--- config.mk ---
export PLATFORM = sky130hd
export DESIGN_NAME = intc_two_level
export DESIGN_NICKNAME = d
export VERILOG_FILES = /design/src/rtl/intc_pkg.sv /design/src/rtl/intc_ext_sense.sv /design/src/rtl/intc_first_pick.sv /design/src/rtl/intc_two_level.sv
export SDC_FILE = /design/constraint.sdc
export NUM_CORES = 1
export LEC_CHECK = 0
export ABC_AREA = 1
export BUFFER_PORTS_ARGS = -buffer_cell sky130_fd_sc_hd__buf_2
export CORE_MARGIN = 3
export CORE_UTILIZATION = 44
export DETAILED_ROUTE_END_ITERATION = 8
export PLACE_DENSITY = 0.75
export SKIP_LAST_GASP = 1
export SLEW_MARGIN = 20
export SYNTH_ARGS = -nofsm -noshare
export SYNTH_HDL_FRONTEND = slang
export SYNTH_HIERARCHICAL = 1
export SYNTH_SLANG_ARGS = --single-unit
--- constraint.sdc ---
create_clock -name clk -period 1.4 [get_ports clk]
set_input_delay 0.35 -clock clk [delete_from_list [all_inputs] [get_ports clk]]
set_output_delay 0.35 -clock clk [all_outputs]
set_load 0.1 [all_outputs]
--- src/rtl/intc_pkg.sv ---
package intc_pkg;

    localparam int NSRC    = 5;
    localparam int NEXT    = 2;
    localparam int IDX_W   = $clog2(NSRC);

    typedef enum logic [IDX_W-1:0] {
        SRC_EXT0 = 3'd0,
        SRC_TMR0 = 3'd1,
        SRC_EXT1 = 3'd2,
        SRC_TMR1 = 3'd3,
        SRC_SER  = 3'd4
    } src_id_e;

    typedef struct packed {
        logic pin_q;
        logic pin_qq;
        logic flag;
    } sense_t;

    function automatic int ext_src_idx(input int pin);
        return (pin == 0) ? int'(SRC_EXT0) : int'(SRC_EXT1);
    endfunction

endpackage

--- src/rtl/intc_ext_sense.sv ---
module intc_ext_sense
    import intc_pkg::*;
(
    input  logic clk,
    input  logic rst_n,
    input  logic pin_n,
    input  logic edge_mode,
    input  logic clr,
    output logic req
);

    sense_t s_d, s_q;

    always_comb begin
        s_d        = s_q;
        s_d.pin_q  = pin_n;
        s_d.pin_qq = s_q.pin_q;
        if (!edge_mode) begin
            s_d.flag = 1'b0;
        end else if (s_q.pin_qq && !s_q.pin_q) begin
            s_d.flag = 1'b1;
        end else if (clr) begin
            s_d.flag = 1'b0;
        end
    end

    always_ff @(posedge clk or negedge rst_n) begin
        if (!rst_n) begin
            s_q <= '{pin_q: 1'b1, pin_qq: 1'b1, flag: 1'b0};
        end else begin
            s_q <= s_d;
        end
    end

    assign req = edge_mode ? s_q.flag : ~s_q.pin_q;

endmodule

--- src/rtl/intc_first_pick.sv ---
module intc_first_pick #(
    parameter int N     = 5,
    parameter int IDX_W = $clog2(N)
) (
    input  logic [N-1:0]     req,
    output logic             valid,
    output logic [N-1:0]     onehot,
    output logic [IDX_W-1:0] idx
);

    always_comb begin
        valid  = 1'b0;
        onehot = '0;
        idx    = '0;
        for (int i = N - 1; i >= 0; i--) begin
            if (req[i]) begin
                valid  = 1'b1;
                onehot = '0;
                onehot[i] = 1'b1;
                idx    = IDX_W'(i);
            end
        end
    end

endmodule

--- src/rtl/intc_two_level.sv ---
module intc_two_level
    import intc_pkg::*;
#(
    parameter int ADDR_W     = 16,
    parameter int VEC_BASE   = 3,
    parameter int VEC_STRIDE = 8
) (
    input  logic              clk,
    input  logic              rst_n,
    input  logic [NEXT-1:0]   ext_pin_n,
    input  logic [1:0]        tmr_flag,
    input  logic              ser_flag,
    input  logic [NSRC-1:0]   src_en,
    input  logic              glb_en,
    input  logic [NSRC-1:0]   prio_hi,
    input  logic [NEXT-1:0]   ext_edge,
    input  logic              ack,
    input  logic              reti,
    output logic              irq,
    output logic [ADDR_W-1:0] vec_addr,
    output logic [NSRC-1:0]   ack_src
);

    typedef struct packed {
        logic              in_hi;
        logic              in_lo;
        logic              irq;
        logic              irq_hi;
        logic [NSRC-1:0]   win;
        logic [ADDR_W-1:0] vec;
    } ctl_t;

    ctl_t s_d, s_q;

    logic [NEXT-1:0]  ext_req;
    logic [NSRC-1:0]  req_all;
    logic [NSRC-1:0]  armed;
    logic [NSRC-1:0]  hi_set, lo_set;
    logic             hi_valid, lo_valid;
    logic [NSRC-1:0]  hi_oh, lo_oh;
    logic [IDX_W-1:0] hi_idx, lo_idx;
    logic             accept;

    assign accept = ack & s_q.irq;

    for (genvar j = 0; j < NEXT; j++) begin : g_ext
        localparam int SI = ext_src_idx(j);
        intc_ext_sense u_sense (
            .clk       (clk),
            .rst_n     (rst_n),
            .pin_n     (ext_pin_n[j]),
            .edge_mode (ext_edge[j]),
            .clr       (accept & s_q.win[SI]),
            .req       (ext_req[j])
        );
    end

    always_comb begin
        req_all           = '0;
        req_all[SRC_EXT0] = ext_req[0];
        req_all[SRC_TMR0] = tmr_flag[0];
        req_all[SRC_EXT1] = ext_req[1];
        req_all[SRC_TMR1] = tmr_flag[1];
        req_all[SRC_SER]  = ser_flag;
    end

    assign armed  = req_all & src_en & {NSRC{glb_en}};
    assign hi_set = armed &  prio_hi & {NSRC{~s_q.in_hi}};
    assign lo_set = armed & ~prio_hi & {NSRC{~s_q.in_hi & ~s_q.in_lo}};

    intc_first_pick #(.N(NSRC), .IDX_W(IDX_W)) u_pick_hi (
        .req    (hi_set),
        .valid  (hi_valid),
        .onehot (hi_oh),
        .idx    (hi_idx)
    );

    intc_first_pick #(.N(NSRC), .IDX_W(IDX_W)) u_pick_lo (
        .req    (lo_set),
        .valid  (lo_valid),
        .onehot (lo_oh),
        .idx    (lo_idx)
    );

    always_comb begin
        s_d = s_q;
        if (accept) begin
            if (s_q.irq_hi) begin
                s_d.in_hi = 1'b1;
            end else begin
                s_d.in_lo = 1'b1;
            end
            s_d.irq    = 1'b0;
            s_d.irq_hi = 1'b0;
            s_d.win    = '0;
            s_d.vec    = '0;
        end else begin
            if (reti) begin
                if (s_q.in_hi) begin
                    s_d.in_hi = 1'b0;
                end else begin
                    s_d.in_lo = 1'b0;
                end
            end
            s_d.irq    = hi_valid | lo_valid;
            s_d.irq_hi = hi_valid;
            if (hi_valid) begin
                s_d.win = hi_oh;
                s_d.vec = ADDR_W'(VEC_BASE + VEC_STRIDE * int'(hi_idx));
            end else if (lo_valid) begin
                s_d.win = lo_oh;
                s_d.vec = ADDR_W'(VEC_BASE + VEC_STRIDE * int'(lo_idx));
            end else begin
                s_d.win = '0;
                s_d.vec = '0;
            end
        end
    end

    always_ff @(posedge clk or negedge rst_n) begin
        if (!rst_n) begin
            s_q <= '0;
        end else begin
            s_q <= s_d;
        end
    end

    assign irq      = s_q.irq;
    assign vec_addr = s_q.vec;
    assign ack_src  = accept ? s_q.win : '0;

endmodule

Word-level counts from Yosys, hierarchy flattened
Index checks and enable logic that the tools add are counted.

Register bits: 31. Input port bits: 22. Output and inout bits: 22. Logic and storage cells: 88.

$add $sub $neg: 2. Equal/unequal tests: 5. Multiplexer cells: 46. Bitwise gates (word level): 16. Reductions and logical operators: 7.

Operators by type and width (number): 5-bit 2-to-1 mux (11); 21-bit 2-to-1 mux (2); 5-bit AND (6); 3-bit 2-to-1 mux (10); 25-bit 2-to-1 mux (1); 1-bit 2-to-1 mux (21); 2-bit by 6-bit adder with 7-bit output (first input constant) (2); 3-bit by 1-bit inequality test with 1-bit output (second input constant) (2); 5-bit NOT (1); 1-bit AND (4); 2-bit inequality test (second input constant) (2); 1-bit NOT (4); 3-bit AND reduction (1); 1-bit logical AND (2); 1-bit zero test (2); 2-bit 2-to-1 mux (1); 2-bit by 1-bit inequality test with 1-bit output (second input constant) (1); 2-bit AND reduction (1); 2-bit nonzero test (1); 1-bit bitwise OR (1).

Depth between registers and ports, before layout
Depth after elaboration: 15. Mapped depth: 10. Gate-level depth less buffers: 10.

Cells and area by module
Netlist, hierarchy kept.

Modules (own cells, without submodules): intc_two_level (times used 1, cells each 105, area each 837.1 µm², sequential area each 300.3 µm²); intc_ext_sense (times used 2, cells each 10, area each 107.6 µm², sequential area each 77.6 µm²); intc_first_pick (times used 2, cells each 19, area each 86.3 µm², sequential area each 0.0 µm²).

Worst setup path before layout
Ideal clock, no wire load.

Path kind: flip-flop to flip-flop. From: reg s_q, in the netlist irq. To: reg g_ext[0].u_sense/s_q[0] in the netlist's numbering. Setup time: 117 ps. Arrival: 2913 ps. Required time: 1283 ps. Path slack: -1630 ps. Cell stages (with the launch flop): 7. Buffers on the path: 1. Period minus slack after synthesis: 3030 ps. Cell sequence: dfrtp_1 > nand2_2 > buf_6 > nor2_1 > inv_1 > nand3_1 > nand2_1.

Word-level cells in the longest chain between the ends: 3.

RTL lines: from (decl) (line intc_two_level.sv:33) `ctl_t s_d, s_q;`; from (signal assigned) (line intc_two_level.sv:122) `s_q <= '0;`; from (signal assigned) (line intc_two_level.sv:124) `s_q <= s_d;`; 1-bit AND (line intc_two_level.sv:44) `assign accept = ack & s_q.irq;`; 1-bit AND (line intc_two_level.sv:53) `.clr (accept & s_q.win[SI]),`; 3-bit by 1-bit inequality test with 1-bit output (no line); to (signal assigned) (line intc_ext_sense.sv:29) `s_q <= '{pin_q: 1'b1, pin_qq: 1'b1, flag: 1'b0};`; to (decl) (line intc_ext_sense.sv:12) `sense_t s_d, s_q;`.

Every way passes these cells. A chain may end at the register's enable or synchronous reset.

==> run metrics <==
result of the run finished, violations left; violated checks setup timing; CTS tree built; clock buffer count from CTS 3; Cell Area, Synth 0.00122 mm²; number of synthesized flops with an enable pin 0; Leak Pwr 0.931 nW; most common library cells after synthesis nand3_1 (31), nand2_1 (28), inv_1 (26), buf_4 (20), nor2_1 (19); final worst path period share 112%; number of placed I/O pins 44; y dimension of the die 58.8 µm; Worst Hold Slack 155 ps; number of H-tree levels 1; switching part of the total 41.9%; post-route total power 0.00166 W; clock latency at the later pin of the worst-skew pair 290 ps; maximum vdd ir drop 0.000800 V; fill count 189; CTS root buffer clkbuf_4; number of remaining DRC errors 0; number of global-route vias before repair 1,114; cell area reported after detailed placement 0.00161 mm²; clock network fraction of total power 18.9%; CTS sink cnt 18; Post-Syn Area per Cell 7.51 µm²; CP arrival 1800 ps; ratio of routed vias to standard cells 4.62; setup repair after global routing missed its margin yes; buffer levels on the longest clock path 2; number of DRC markers in iteration 0 40; worst hold path class in2reg; count of buffers from port buffering 32; final worst-path setup slack -174 ps; global placer's final weighted congestion 0.807; first-pass GRT wire length 4780 µm; count of yosys warnings during synthesis 6; number of synthesized register bits 18; number of detailed-routing iterations run before antenna repair 4; largest fanout of any net on the critical path 8; # Max-Cap Violations 0; max frequency 635 MHz; number of nets in the layout 230; Seq pwr share 35.1%; area share of the largest cell type after synthesis 28.6%; Std-Cell Rows 18; Logic pwr share 46.0%; total via count after detailed routing 1,096; antenna violation net count after detailed routing 0; Synth Flop Type dfrtp_1; setup TNS -1920 ps; Chip Width 58.8 µm; Initial Utilization 47.7%; minimum clock period after layout 1570 ps; critical path class reg2reg; FF+latch area 459 µm²; final routed wire length divided by cell count 11.6 µm; total congestion overflow after global routing 0; Slew Viols, Final 0; total routing resource utilization after global routing 17.9%; Setup crit end kind register; cells taking the most area after synthesis dfrtp_1 (29%), nand3_1 (13%), buf_4 (12%); startpoint type of the worst setup path register; clock-pin slew of the registers on the worst-case setup and hold paths 100 ps; Post-Synthesis Cells 163; data required time of the worst path 1630 ps; switching power 0.000696 W; DPL Wire Length 2040 µm; share of post-route cells with drive strength above 1 44.0%; area delta synth->final 48.3%; Floorplan Core Area 0.00257 mm²; Pint 0.000965 W; die outline area 0.00345 mm²; power per cell area 914 mW/mm²; Antenna Cells 0; Layout Utilization 70.8%; most area-hungry cell type in the Yosys netlist dfrtp_1; WL final 2750 µm; register area share after synthesis 37.2%; Layout Skew 1.84 ps; largest net degree at the start of global routing 20; synth unique cells 18; Post-Layout Inst Area 0.00182 mm²; number of antenna violations at the first check in global routing 0; area occupied by multi-input gates 648 µm²; leading cell type by number of instances after synthesis nand3_1; proportion of synthesized flip-flops having asynchronous set or reset 100%; setup-violating endpoint count in the final report 18; final hold violation count 0
-- final timing paths --
check                                         from                      end  slack [ps]  cells past startpoint
max                        g_ext[1].u_sense/s_d[1]              vec_addr[5]        -170                      9
min                                   ext_pin_n[0]  g_ext[0].u_sense/s_d[1]         160                      1
max reg2reg                g_ext[1].u_sense/s_d[1]              vec_addr[5]        -170                      9
min reg2reg                g_ext[0].u_sense/s_d[1]  g_ext[0].u_sense/s_q[1]         500                      1
max in group asynchronous                    rst_n  g_ext[1].u_sense/s_q[1]         590                      2
min in group asynchronous                    rst_n                  s_q[16]         500                      2
-- stage by stage --
stage	instances	worst slack (ps)
floorplan	173	-358
global placement	227	-267
detailed placement	227	-312
CTS	236	-131
global route	237	-252
finish	237	-174
-- registers in the layout, indices dropped and copies added (netlist names) --
| register | flops |
|---|---|
| s_q | 8 |
| g_ext.u_sense/s_d | 2 |
| irq | 1 |
| g_ext.u_sense/s_q | 4 |
| vec_addr | 3 |
-- power groups by stage --
stage	clock network (W)	logic (W)	registers (W)
2_1_floorplan	0	0.000491	0.000630
3_3_place_gp	0	0.000680	0.000586
3_5_place_dp	0	0.000689	0.000587
4_1_cts	0.000323	0.000755	0.000583
5_1_grt	0.000354	0.000807	0.000587
6_report	0.000313	0.000765	0.000583
-- per-layer routing --
metal  GRT usage, %  share of wire (%)
met4           7.12                1.7
met2           33.0                 53
met3           1.75                6.0
met1           20.9                 40
met5              0                  0
-- logic make-up (layout without fill, tap and decap cells) --
logic type	after synthesis	after routing	synth area share (%)
simple gates	90	90	36.3
buf+inv	50	84	23.3
flops	18	18	37.2
compound gates	4	4	2.96
other cells	1	11	0.306
-- final cells by class --
cell class                 instances  area share, %
sequential                        18           25.3
tap                               30           2.07
timing repair buffer              53           29.4
multi-input combinational        105           35.7
inverter                          27           5.58
clock buffer                       4           2.00
-- worst max-delay path, stage by stage (launching register included) --
cell and delay, ps:
dfstp_2 560, o21ai_2 70, nand3_2 90, nor2_2 60, nor2_4 130, nand3_4 120, buf_12 150, nor2_8 160
nand3_1 100, nand2_1 80
-- what timing repair did --
| item | CTS | global route |
|---|---|---|
| pin swaps | 9 | 5 |
| hold endpoints to repair | 14 | 0 |
| gates cloned | 1 | 0 |
| gates resized for setup | 18 | 2 |
| endpoints found under the setup margin | 18 | 18 |
| buffers inserted | 3 | 1 |
| hold buffers | 1 | 0 |
-- cell usage in the layout, fill, tap and decap left out, types with 2 or more instances in the layout --
| cell type | instances |
|---|---|
| clkbuf_4 | 3 |
| inv_2 | 2 |
| buf_2 | 21 |
| conb_1 | 11 |
| nor2_1 | 11 |
| dfstp_2 | 4 |
| o21ai_2 | 2 |
| nand3_1 | 26 |
| inv_1 | 25 |
| nor2_4 | 8 |
| nor3_4 | 2 |
| nor2_2 | 4 |
| dfrtp_1 | 13 |
| nand2_1 | 28 |
| buf_12 | 13 |
| nand3_2 | 4 |
| nor3_2 | 3 |
| buf_4 | 16 |
Note: power is estimated with default switching activity, not from simulation.
